--- src/rtl/cfgprog_pkg.sv ---
// Package: shared state encoding and parameter helpers for the
// serial configuration word programmer.
package cfgprog_pkg;

    // Sequencer phases, in the order a transfer visits them.
    typedef enum logic [2:0] {
        ST_IDLE   = 3'd0,
        ST_SETUP  = 3'd1,
        ST_HIGH   = 3'd2,
        ST_WAIT   = 3'd3,
        ST_STROBE = 3'd4
    } seq_state_t;

    // Clamp a cycle count so that every phase lasts at least one cycle.
    function automatic int at_least_one(input int v);
        return (v < 1) ? 1 : v;
    endfunction

    // Larger of two counts, used to size the shared phase timer.
    function automatic int max2(input int a, input int b);
        return (a > b) ? a : b;
    endfunction

endpackage

--- src/rtl/cfgprog_timer.sv ---
// Module: cfgprog_timer
// Down-counter that measures one phase of the transfer. A load sets it
// to (cycles - 1); expired_o is high while the count is zero, so a
// phase loaded with value v ends after v+1 cycles.
// Assumes: load_i and the value are driven by the sequencer only.
module cfgprog_timer #(
    parameter int TW = 4
) (
    input  logic          clk,
    input  logic          rst_n,
    input  logic          load_i,
    input  logic [TW-1:0] val_i,
    output logic          expired_o
);

    logic [TW-1:0] cnt_q;

    // Load on phase entry, otherwise count down and stop at zero.
    always_ff @(posedge clk) begin
        if (!rst_n) begin
            cnt_q <= '0;
        end else if (load_i) begin
            cnt_q <= val_i;
        end else if (cnt_q != '0) begin
            cnt_q <= cnt_q - 1'b1;
        end
    end

    assign expired_o = (cnt_q == '0);

    // an expired counter with no new load never wraps upward.
    a_r11_timer_no_wrap: assert property (@(posedge clk) disable iff (!rst_n)
        (expired_o && !load_i) |=> expired_o);

    // a loaded counter moves down by one each cycle until a new load.
    a_r11_timer_steps_down: assert property (@(posedge clk) disable iff (!rst_n)
        (!expired_o && !load_i) |=> (cnt_q == $past(cnt_q) - 1'b1));

endmodule

--- src/rtl/cfgprog_shifter.sv ---
// Module: cfgprog_shifter
// Holds the word being sent and counts the bits already clocked out.
// The MSB of the register drives the data pin. Zeros are shifted in, so
// the data pin returns low once all bits have gone.
// Assumes: WORD_W >= 2; load and shift are never requested together.
module cfgprog_shifter #(
    parameter int WORD_W = 132
) (
    input  logic              clk,
    input  logic              rst_n,
    input  logic              load_i,
    input  logic [WORD_W-1:0] word_i,
    input  logic              shift_i,
    output logic              msb_o,
    output logic              last_o
);

    localparam int BW = $clog2(WORD_W);
    localparam logic [BW-1:0] LAST_IDX = BW'(WORD_W - 1);

    logic [WORD_W-1:0] sreg_q;
    logic [BW-1:0]     bitcnt_q;

    // Capture the word on load; move the next bit up to the MSB on shift.
    always_ff @(posedge clk) begin
        if (!rst_n) begin
            sreg_q <= '0;
        end else if (load_i) begin
            sreg_q <= word_i;
        end else if (shift_i) begin
            sreg_q <= {sreg_q[WORD_W-2:0], 1'b0};
        end
    end

    // Count finished bits, clearing on load and wrapping after the last.
    always_ff @(posedge clk) begin
        if (!rst_n) begin
            bitcnt_q <= '0;
        end else if (load_i) begin
            bitcnt_q <= '0;
        end else if (shift_i) begin
            bitcnt_q <= (bitcnt_q == LAST_IDX) ? '0 : bitcnt_q + 1'b1;
        end
    end

    assign msb_o  = sreg_q[WORD_W-1];
    assign last_o = (bitcnt_q == LAST_IDX);

    // the bit counter never leaves the range of the word.
    a_r3_bitcnt_in_range: assert property (@(posedge clk) disable iff (!rst_n)
        bitcnt_q <= LAST_IDX);

    // after the final shift the register is empty, so data idles low.
    a_r3_empty_after_last: assert property (@(posedge clk) disable iff (!rst_n)
        (shift_i && last_o && !load_i) |=> (sreg_q == '0));

    // the sequencer never asks for a reload and a shift in one cycle.
    a_r10_no_load_and_shift: assert property (@(posedge clk) disable iff (!rst_n)
        !(load_i && shift_i));

endmodule

--- src/rtl/cfgprog_seq.sv ---
// Module: cfgprog_seq
// Transfer sequencer: walks setup/high phases for each bit, then the
// wait gap and the load strobe. It registers the serial clock, strobe,
// busy and done pins from the next state.
// Assumes: the timer and shifter are reset in the same cycle as this.
module cfgprog_seq
    import cfgprog_pkg::*;
#(
    parameter int TW        = 2,
    parameter int SETUP_EFF = 1,
    parameter int HOLD_EFF  = 1,
    parameter int WAIT_EFF  = 1,
    parameter int STROBE_EFF = 1
) (
    input  logic          clk,
    input  logic          rst_n,
    input  logic          start_i,
    input  logic          tmr_exp_i,
    input  logic          last_bit_i,
    output logic          tmr_load_o,
    output logic [TW-1:0] tmr_val_o,
    output logic          word_load_o,
    output logic          shift_o,
    output logic          sclk_o,
    output logic          cs_o,
    output logic          busy_o,
    output logic          done_o
);

    localparam logic [TW-1:0] SETUP_LD  = TW'(SETUP_EFF - 1);
    localparam logic [TW-1:0] HOLD_LD   = TW'(HOLD_EFF - 1);
    localparam logic [TW-1:0] WAIT_LD   = TW'(WAIT_EFF - 1);
    localparam logic [TW-1:0] STROBE_LD = TW'(STROBE_EFF - 1);

    seq_state_t state_q, state_n;
    logic       done_n;
    logic       sclk_q, cs_q, busy_q, done_q;

    // Next-state and per-phase control: timer loads, word load, shifting.
    always_comb begin
        state_n     = state_q;
        tmr_load_o  = 1'b0;
        tmr_val_o   = '0;
        word_load_o = 1'b0;
        shift_o     = 1'b0;
        done_n      = 1'b0;
        case (state_q)
            ST_IDLE: begin
                if (start_i) begin
                    state_n     = ST_SETUP;
                    tmr_load_o  = 1'b1;
                    tmr_val_o   = SETUP_LD;
                    word_load_o = 1'b1;
                end
            end
            ST_SETUP: begin
                if (tmr_exp_i) begin
                    state_n    = ST_HIGH;
                    tmr_load_o = 1'b1;
                    tmr_val_o  = HOLD_LD;
                end
            end
            ST_HIGH: begin
                if (tmr_exp_i) begin
                    shift_o    = 1'b1;
                    tmr_load_o = 1'b1;
                    if (last_bit_i) begin
                        state_n   = ST_WAIT;
                        tmr_val_o = WAIT_LD;
                    end else begin
                        state_n   = ST_SETUP;
                        tmr_val_o = SETUP_LD;
                    end
                end
            end
            ST_WAIT: begin
                if (tmr_exp_i) begin
                    state_n    = ST_STROBE;
                    tmr_load_o = 1'b1;
                    tmr_val_o  = STROBE_LD;
                end
            end
            ST_STROBE: begin
                if (tmr_exp_i) begin
                    state_n = ST_IDLE;
                    done_n  = 1'b1;
                end
            end
            default: state_n = ST_IDLE;
        endcase
    end

    // State register plus pin registers decoded from the next state.
    always_ff @(posedge clk) begin
        if (!rst_n) begin
            state_q <= ST_IDLE;
            sclk_q  <= 1'b0;
            cs_q    <= 1'b0;
            busy_q  <= 1'b0;
            done_q  <= 1'b0;
        end else begin
            state_q <= state_n;
            sclk_q  <= (state_n == ST_HIGH);
            cs_q    <= (state_n == ST_STROBE);
            busy_q  <= (state_n != ST_IDLE);
            done_q  <= done_n;
        end
    end

    assign sclk_o = sclk_q;
    assign cs_o   = cs_q;
    assign busy_o = busy_q;
    assign done_o = done_q;

    // serial clock and strobe are never high together.
    a_r8_sclk_cs_exclusive: assert property (@(posedge clk) disable iff (!rst_n)
        !(sclk_o && cs_o));

    // an accepted start raises busy with the pins still quiet.
    a_r2_start_raises_busy: assert property (@(posedge clk) disable iff (!rst_n)
        (state_q == ST_IDLE && start_i) |=> (busy_o && !sclk_o && !cs_o));

    // done follows the strobe falling, with busy already low.
    a_r9_done_after_strobe: assert property (@(posedge clk) disable iff (!rst_n)
        done_o |-> ($past(cs_o) && !cs_o && !busy_o));

    // done is a single-cycle pulse.
    a_r9_done_single: assert property (@(posedge clk) disable iff (!rst_n)
        done_o |=> !done_o);

    // a start during a transfer that is not ending leaves busy high.
    a_r10_busy_holds: assert property (@(posedge clk) disable iff (!rst_n)
        (state_q != ST_IDLE && !done_n) |=> busy_o);

endmodule

--- src/rtl/cfgword_prog.sv ---
// Module: cfgword_prog (top)
// Host-side programmer that sends one WORD_W-bit configuration word,
// most significant bit first, and then pulses a load strobe. Every
// timing parameter is a count of system-clock cycles, rounded up to 1.
// Assumes: start_i is a single-cycle pulse; word_i is valid with it.
module cfgword_prog
    import cfgprog_pkg::*;
#(
    parameter int WORD_W     = 132,
    parameter int SETUP_CYC  = 1,
    parameter int HOLD_CYC   = 1,
    parameter int WAIT_CYC   = 1,
    parameter int STROBE_CYC = 1
) (
    input  logic              clk,
    input  logic              rst_n,
    input  logic              start_i,
    input  logic [WORD_W-1:0] word_i,
    output logic              sclk_o,
    output logic              din_o,
    output logic              cs_o,
    output logic              busy_o,
    output logic              done_o
);

    localparam int SETUP_EFF  = at_least_one(SETUP_CYC);
    localparam int HOLD_EFF   = at_least_one(HOLD_CYC);
    localparam int WAIT_EFF   = at_least_one(WAIT_CYC);
    localparam int STROBE_EFF = at_least_one(STROBE_CYC);
    localparam int MAX_EFF    = max2(max2(SETUP_EFF, HOLD_EFF), max2(WAIT_EFF, STROBE_EFF));
    localparam int TW         = (MAX_EFF > 1) ? $clog2(MAX_EFF) : 1;

    logic          tmr_load, tmr_exp;
    logic [TW-1:0] tmr_val;
    logic          word_load, shift, last_bit, msb;

    cfgprog_seq #(
        .TW        (TW),
        .SETUP_EFF (SETUP_EFF),
        .HOLD_EFF  (HOLD_EFF),
        .WAIT_EFF  (WAIT_EFF),
        .STROBE_EFF(STROBE_EFF)
    ) seq_i (
        .clk        (clk),
        .rst_n      (rst_n),
        .start_i    (start_i),
        .tmr_exp_i  (tmr_exp),
        .last_bit_i (last_bit),
        .tmr_load_o (tmr_load),
        .tmr_val_o  (tmr_val),
        .word_load_o(word_load),
        .shift_o    (shift),
        .sclk_o     (sclk_o),
        .cs_o       (cs_o),
        .busy_o     (busy_o),
        .done_o     (done_o)
    );

    cfgprog_timer #(
        .TW(TW)
    ) timer_i (
        .clk      (clk),
        .rst_n    (rst_n),
        .load_i   (tmr_load),
        .val_i    (tmr_val),
        .expired_o(tmr_exp)
    );

    cfgprog_shifter #(
        .WORD_W(WORD_W)
    ) shifter_i (
        .clk    (clk),
        .rst_n  (rst_n),
        .load_i (word_load),
        .word_i (word_i),
        .shift_i(shift),
        .msb_o  (msb),
        .last_o (last_bit)
    );

    assign din_o = msb;

    // data does not move on the cycle the serial clock rises.
    a_r4_din_steady_at_rise: assert property (@(posedge clk) disable iff (!rst_n)
        $rose(sclk_o) |-> $stable(din_o));

    // data holds while the serial clock stays high.
    a_r5_din_steady_high: assert property (@(posedge clk) disable iff (!rst_n)
        (sclk_o && $past(sclk_o)) |-> $stable(din_o));

    // data is low while the load strobe is high.
    a_r7_din_low_in_strobe: assert property (@(posedge clk) disable iff (!rst_n)
        cs_o |-> !din_o);

    // nothing toggles on the pins while idle.
    a_r1_idle_quiet: assert property (@(posedge clk) disable iff (!rst_n)
        !busy_o |-> (!sclk_o && !cs_o && !din_o));

endmodule

--- config.mk ---
export PLATFORM = sky130hd
export DESIGN_NAME = cfgword_prog
export DESIGN_NICKNAME = d
export VERILOG_FILES = /design/src/rtl/cfgprog_pkg.sv /design/src/rtl/cfgprog_timer.sv /design/src/rtl/cfgprog_shifter.sv /design/src/rtl/cfgprog_seq.sv /design/src/rtl/cfgword_prog.sv
export SDC_FILE = /design/constraint.sdc
export NUM_CORES = 1
export LEC_CHECK = 0
export BUFFER_PORTS_ARGS = -buffer_cell sky130_fd_sc_hd__buf_2
export CAP_MARGIN = 20
export CELL_PAD_IN_SITES_DETAIL_PLACEMENT = 1
export CELL_PAD_IN_SITES_GLOBAL_PLACEMENT = 2
export CORE_ASPECT_RATIO = 0.5
export CORE_MARGIN = 2
export CORE_UTILIZATION = 31
export CTS_BUF_LIST = sky130_fd_sc_hd__clkbuf_8
export DETAILED_ROUTE_END_ITERATION = 6
export GPL_TIMING_DRIVEN = 0
export PLACE_DENSITY_LB_ADDON = 0.1
export SKIP_CTS_REPAIR_TIMING = 1
export SLEW_MARGIN = 25
export SYNTH_ARGS = -nofsm -noshare
export SYNTH_HDL_FRONTEND = slang
export SYNTH_SLANG_ARGS = --single-unit
export TNS_END_PERCENT = 5
--- constraint.sdc ---
create_clock -name clk -period 1.9 [get_ports clk]
set_input_delay 0.095 -clock clk [delete_from_list [all_inputs] [get_ports clk]]
set_output_delay 0.095 -clock clk [all_outputs]
set_load 0.01 [all_outputs]
# After elaboration in Yosys (flattened, before gate mapping)
# Cells that the tools add are included.
[op_classes]
n_addsub = 2
mul = 0
div_mod_pow = 0
magnitude_cmp = 0
eq_ne = 7
shift = 0
muxes = 15
bitwise = 2
n_reduce_logical = 7
[ops]
columns = ["operator", "count"]
rows = [
  ["$mux 132", 2],
  ["$mux 3", 5],
  ["$pmux 3 s5", 1],
  ["$eq 3x2->1 const B", 3],
  ["$add 8x1->8 const B", 1],
  ["$eq 8x8->1 const B", 1],
  ["$mux 8", 1],
  ["$eq 3x3->1 const B", 2],
  ["$reduce_or 3->1", 2],
  ["$mux 1", 4],
  ["$eq 3x1->1 const B", 1],
  ["$logic_not 3->1", 1],
  ["$reduce_bool 3->1", 1],
  ["$mux 2", 1],
  ["$not 1->1", 2],
  ["$pmux 1 s2", 1],
  ["$reduce_and 2->1", 1],
  ["$reduce_bool 2->1", 1],
  ["$reduce_or 2->1", 1],
  ["$sub 1x1->1 const B", 1],
]
[totals]
register_bits = 148
latch_bits = 0
ramBits = 0
mem_bits_ro = 0
inputBits = 135
out_inout_bits = 5
word_cells = 41
n_memories = 0

# Depth between registers and ports, before layout
[logic_depth]
ltp_word = 5
ltp_mapped = 7
depth_no_buf = 4

# Modules after synthesis
# Synthesis repeated with hierarchy kept, for this count alone.
[unflattened]
hier_cells = 808
hier_area_um2 = 7024.2
[modules_own_cells]
columns = ["mod", "n_inst", "cells_each", "area_per_inst_um2", "seq_area_each_um2"]
rows = [
  ["cfgprog_shifter", 1, 761, 6606.3, 2802.7],
  ["cfgprog_seq", 1, 44, 387.9, 140.1],
  ["cfgprog_timer", 1, 3, 30.0, 20.0],
]

# Least setup slack after synthesis
# No wires, ideal clock.
[synth_path]
path_kind = "register to register"
start = "register timer_i.cnt_q"
end = "register shifter_i.bitcnt_q[0]"
setup_time_ns = 0.139
t_arrival_ns = 1.708
t_required_ns = 1.761
path_slack_ns = 0.053
path_stages_with_launch = 7
path_buffers = 3
synth_period_minus_slack_ns = 1.847
path_cell_list = "dfxtp_1 > buf_6 > or4b_4 > buf_6 > buf_2 > nor3_1 > nor3_1"
[synth_between]
elab_chain_len = 2
[synth_rtl]
columns = ["element", "line", "source"]
rows = [
  ["start, declared", "cfgprog_timer.sv:16", "logic [TW-1:0] cnt_q;"],
  ["start signal, assigned", "cfgprog_timer.sv:23", "cnt_q <= val_i;"],
  ["start signal, assigned", "cfgprog_timer.sv:25", "cnt_q <= cnt_q - 1'b1;"],
  ["$mux 1", "cfgprog_seq.sv:64", "if (tmr_exp_i) begin"],
  ["$mux 1", "cfgprog_seq.sv:47", "case (state_q)"],
  ["end signal, assigned", "cfgprog_shifter.sv:42", "bitcnt_q <= (bitcnt_q == LAST_IDX) ? '0 : bitcnt_q + 1'b1;"],
  ["end, declared", "cfgprog_shifter.sv:22", "logic [BW-1:0] bitcnt_q;"],
]
# No other way between the ends.
# A chain may end at the register's enable or synchronous reset.

# Worst setup path in the final report
[layout_path]
start = "register shifter_i.bitcnt_q[1]"
end = "register seq_i.sclk_q (netlist: seq_i.sclk_o)"
[layout_between]
elab_chain_len = 5
[layout_rtl]
columns = ["element", "line", "source"]
rows = [
  ["$eq 8x8->1", "cfgprog_shifter.sv:47", "assign last_o = (bitcnt_q == LAST_IDX);"],
  ["$mux 2", "cfgprog_seq.sv:67", "if (last_bit_i) begin"],
  ["$mux 3", "cfgprog_seq.sv:64", ""],
  ["$pmux 3 s5", "cfgprog_seq.sv:47", ""],
  ["$eq 3x2->1", "cfgprog_seq.sv:103", "sclk_q <= (state_n == ST_HIGH);"],
  ["end signal, assigned", "cfgprog_seq.sv:103", ""],
  ["end, declared", "cfgprog_seq.sv:37", "logic sclk_q, cs_q, busy_q, done_q;"],
]
# No other way between the ends.

==> implementation parameters <==
Parameter                              Value

Run status
  Result of the run    finished, violations left
  Failing checks    hold timing

Timing
  Fin. max-slew vios    0
  Part of the cycle the worst path needs    just under 100%
  Final setup violation count    0
  Shortest clock period the worst path allows after layout    1.89 ns
  Transition time at the pin with the least slew margin    0.803 ns
  Slew margin rel.    between 40 and 50%
  Largest clock skew in the final design    roughly 0.014 ns
  Final-report hold violation count    16
  Hold Worst Slack    -0.0570 ns
  Highest clock rate    roughly 530 MHz

Flow run
  Number of violations of the max-capacitance limit    0

Detailed routing
  Total number of vias    ~6400
  Drc violations    0
  Final wirelength    between 20 and 25 mm
  Pre-Repair DR Iteration Count    5
  First DRT Iteration DRCs    about 320
  Post-DR vias/cell    just over 5
  WL per Instance    approximately 17 um
  DRT antenna net count    0

CTS
  Clock tree from TritonCTS    done
  CTS Sinks    approximately 150
  Bufs on Longest Clock Path    2
  CTS clk-pin slew, worst paths    about 0.08 ns
  Number of buffers added by the clock tree synthesis step    17
  Clock root cell    sky130_fd_sc_hd__clkbuf_8
  Source-to-sink clock delay at the later pin of the worst-skew pair    0.46 ns
  CTS H-Tree Depth    4

Die
  Starting density of the core    a little under a third
  Y dimension of the die    106 um
  Die Wd    207 um
  Die Outline Area    21800 um^2
  Core footprint    roughly 20000 um^2
  Cell Rows    37
  I/O pin count    140

Synthesis
  Biggest area contributors in the synthesized netlist    sky130_fd_sc_hd__dfxtp_1 (46%), sky130_fd_sc_hd__a21boi_0 (15%), sky130_fd_sc_hd__a22oi_1 (15%), sky130_fd_sc_hd__nand3_1 (10%), sky130_fd_sc_hd__clkbuf_1 (2.2%)
  Gate Count Post-Synth    ~690
  Flip-flop and latch count after synthesis    between 100 and 150
  Proportion of netlist area held by the largest area contributor    a little under half
  Most common library cells after synthesis    sky130_fd_sc_hd__dfxtp_1 (148), sky130_fd_sc_hd__nand3_1 (133), sky130_fd_sc_hd__a21boi_0 (130)
  Average instance area after synthesis    around 9.3 um^2
  Synth cell types    40
  Nets in the synthesized netlist    825
  Main flop type after synthesis    sky130_fd_sc_hd__dfxtp_1
  Sequential fraction of the synthesis area    about 46%
  Count leader, synth    sky130_fd_sc_hd__dfxtp_1
  Fraction of registers with async set/reset    0%
  Yosys warning total    0
  Synthesized cell area    ~6400 um^2
  Library cell occupying the most area in the post-synthesis netlist    sky130_fd_sc_hd__dfxtp_1
  Post-synth EDFFs    0

Global route
  Wire length of the first global-routing pass    32.2 mm
  Met3 track utilization from global routing    4.53%
  Met2 global-route usage    ~29%
  Overflow after GRT    0
  Busiest layer in global routing    met2
  Number of antenna violations at the first check in global routing    0
  Met1 usage in global routing    around a quarter
  Global Route Usage Sum    between 10% and 20%
  Vias in the first global route    roughly 6000
  Pin count of the biggest net entering global routing    17

Pwr
  Post-route total power    around 0.0074 W
  Power Dens Cells    between 700 and 800 nW/um^2
  Static power due to leakage    approximately 3.6 nW
  Peak supply drop    305 uV

Setup path
  Crit Path Max Fanout    5
  Sort of element at the start of the critical path    flip-flop
  Arrival time of data at the critical path endpoint    2.26 ns
  Data required time at the worst endpoint    around 2.3 ns
  Worst Setup End Kind    flip-flop
  CP Class    flip-flop to flip-flop

Final layout
  Share of cells above drive strength 1    25.2%
  Register Area    slightly below 3000 um^2
  Antenna cells    0
  Area of all placed cells without fillers    about 9300 um^2
  Area of the multi-input gates    3150 um^2
  Total of fill cells in the finished design    approximately 2300
  Area Growth Syn to Fin    45.6%
  Net count of the finished layout    1102

Place
  Detail Placement HPWL    13.9 mm
  Area after DPL    between 7000 and 8000 um^2
  Number of I/O port buffers    ~140
  Final Wtd Congestion    roughly 0.74

Min path
  Type of the most critical hold path    input pin to flip-flop
report_power, final:
group / switching (W) / internal [W]
clock: 0.00123 / 0.00159
combinational: 0.000545 / 0.000571
sequential: 0.000108 / 0.00330
per-stage QoR:
stage / std cells / hold WS (ns) / utilization, % / TNS, ns / setup WS [ns]
6_report: 1252 / -0.0570 / 45.7 / 0 / 0.0150
5_1_grt: 1252 / -0.00679 / 45.7 / -0.130 / -0.0923
4_1_cts: 1133 / -0.153 / 38.7 / -60.25 / -0.652
3_5_place_dp: 1101 / 0.357 / 36.4 / -58.60 / -0.637
3_3_place_gp: 1101 / 0.335 / 36.4 / -53.44 / -0.584
2_1_floorplan: 689 / 0.225 / - / 0 / 0.0534
final cells by class:
cell class | instances | area share (%)
buffer | 78 | 5.35
tap | 273 | 3.67
multi-input combinational | 461 | 33.9
timing repair buffer | 259 | 20.2
sequential | 148 | 31.9
clock inverter | 10 | 1.64
clock buffer | 22 | 3.26
inverter | 1 | 0.0404
cells in the final DEF, fill, tap and decap left out, drive strengths merged, types with 2 or more instances in the layout:
master       Yosys  final
o21a             3      3
clkbuf          37     66
or3              3      3
a31oi            2      2
clkinvlp         0      2
nand2            7      7
a21boi         130    130
nor3             5      5
a22oi          129    129
nand3          133    133
nor2             2      2
bufinv           0      4
nor4b            2      2
clkinv           0      2
dfxtp          148    148
or4b             4      4
nand2b           3      3
o21ai            5      5
nor3b            2      2
a21oi            6      6
buf             42    178
a211oi           5      5
o211ai           2      2
mux2i            3      3
and3             4      4
dlygate4sd3      0    115
inv              1      3
worst paths after layout:
check / cells after the start / slack (ns) / startpoint / end
max: 4 / 0.01 / shifter_i.bitcnt_q[1]$_SDFFE_PP0P_ / seq_i.sclk_o$_SDFF_PN0_
min: 3 / -0.06 / word_i[64] / shifter_i.sreg_q[64]$_SDFFE_PN0P_
max reg2reg: 4 / 0.01 / shifter_i.bitcnt_q[1]$_SDFFE_PP0P_ / seq_i.sclk_o$_SDFF_PN0_
min reg2reg: 2 / 0.48 / shifter_i.sreg_q[50]$_SDFFE_PN0P_ / shifter_i.sreg_q[50]$_SDFFE_PN0P_
critical path, cell delays in order, from the launching register on:
cell                       delay, ns
sky130_fd_sc_hd__dfxtp_4        0.37
sky130_fd_sc_hd__ha_4           0.15
sky130_fd_sc_hd__or4b_4         0.49
sky130_fd_sc_hd__or4b_4         0.52
sky130_fd_sc_hd__a211oi_2       0.27
state kept, by name, indices dropped and copies added, names as in the netlist:
| signal | flops |
|---|---|
| shifter_i.bitcnt_q | 8 |
| timer_i.cnt_q | 1 |
| seq_i.busy_o | 1 |
| shifter_i.sreg_q | 132 |
| seq_i.done_o | 1 |
| seq_i.sclk_o | 1 |
| seq_i.state_q | 3 |
| seq_i.cs_o | 1 |
per-layer routing:
| metal | part of all wire [%] | up-vias |
|---|---|---|
| met5 | 0 | - |
| met4 | 1.0 | 0 |
| met3 | 3.1 | 17 |
| met2 | 46 | 105 |
| met1 | 50 | 3150 |
| li1 | - | 3162 |
cell families (layout without fill, tap and decap cells):
logic type	after synthesis	after routing	synth area share, %
adder cells (fa/ha/maj)	1	1	0.196
multiplexers	3	3	0.470
flip-flops	148	148	46.4
buffers and inverters	80	370	5.35
XOR/XNOR	1	1	0.137
AO/OA/AOI/OAI	285	285	33.1
other	1	1	0.0587
AND/OR/NAND/NOR	170	170	14.3
Power figures use the tool's default switching activity.
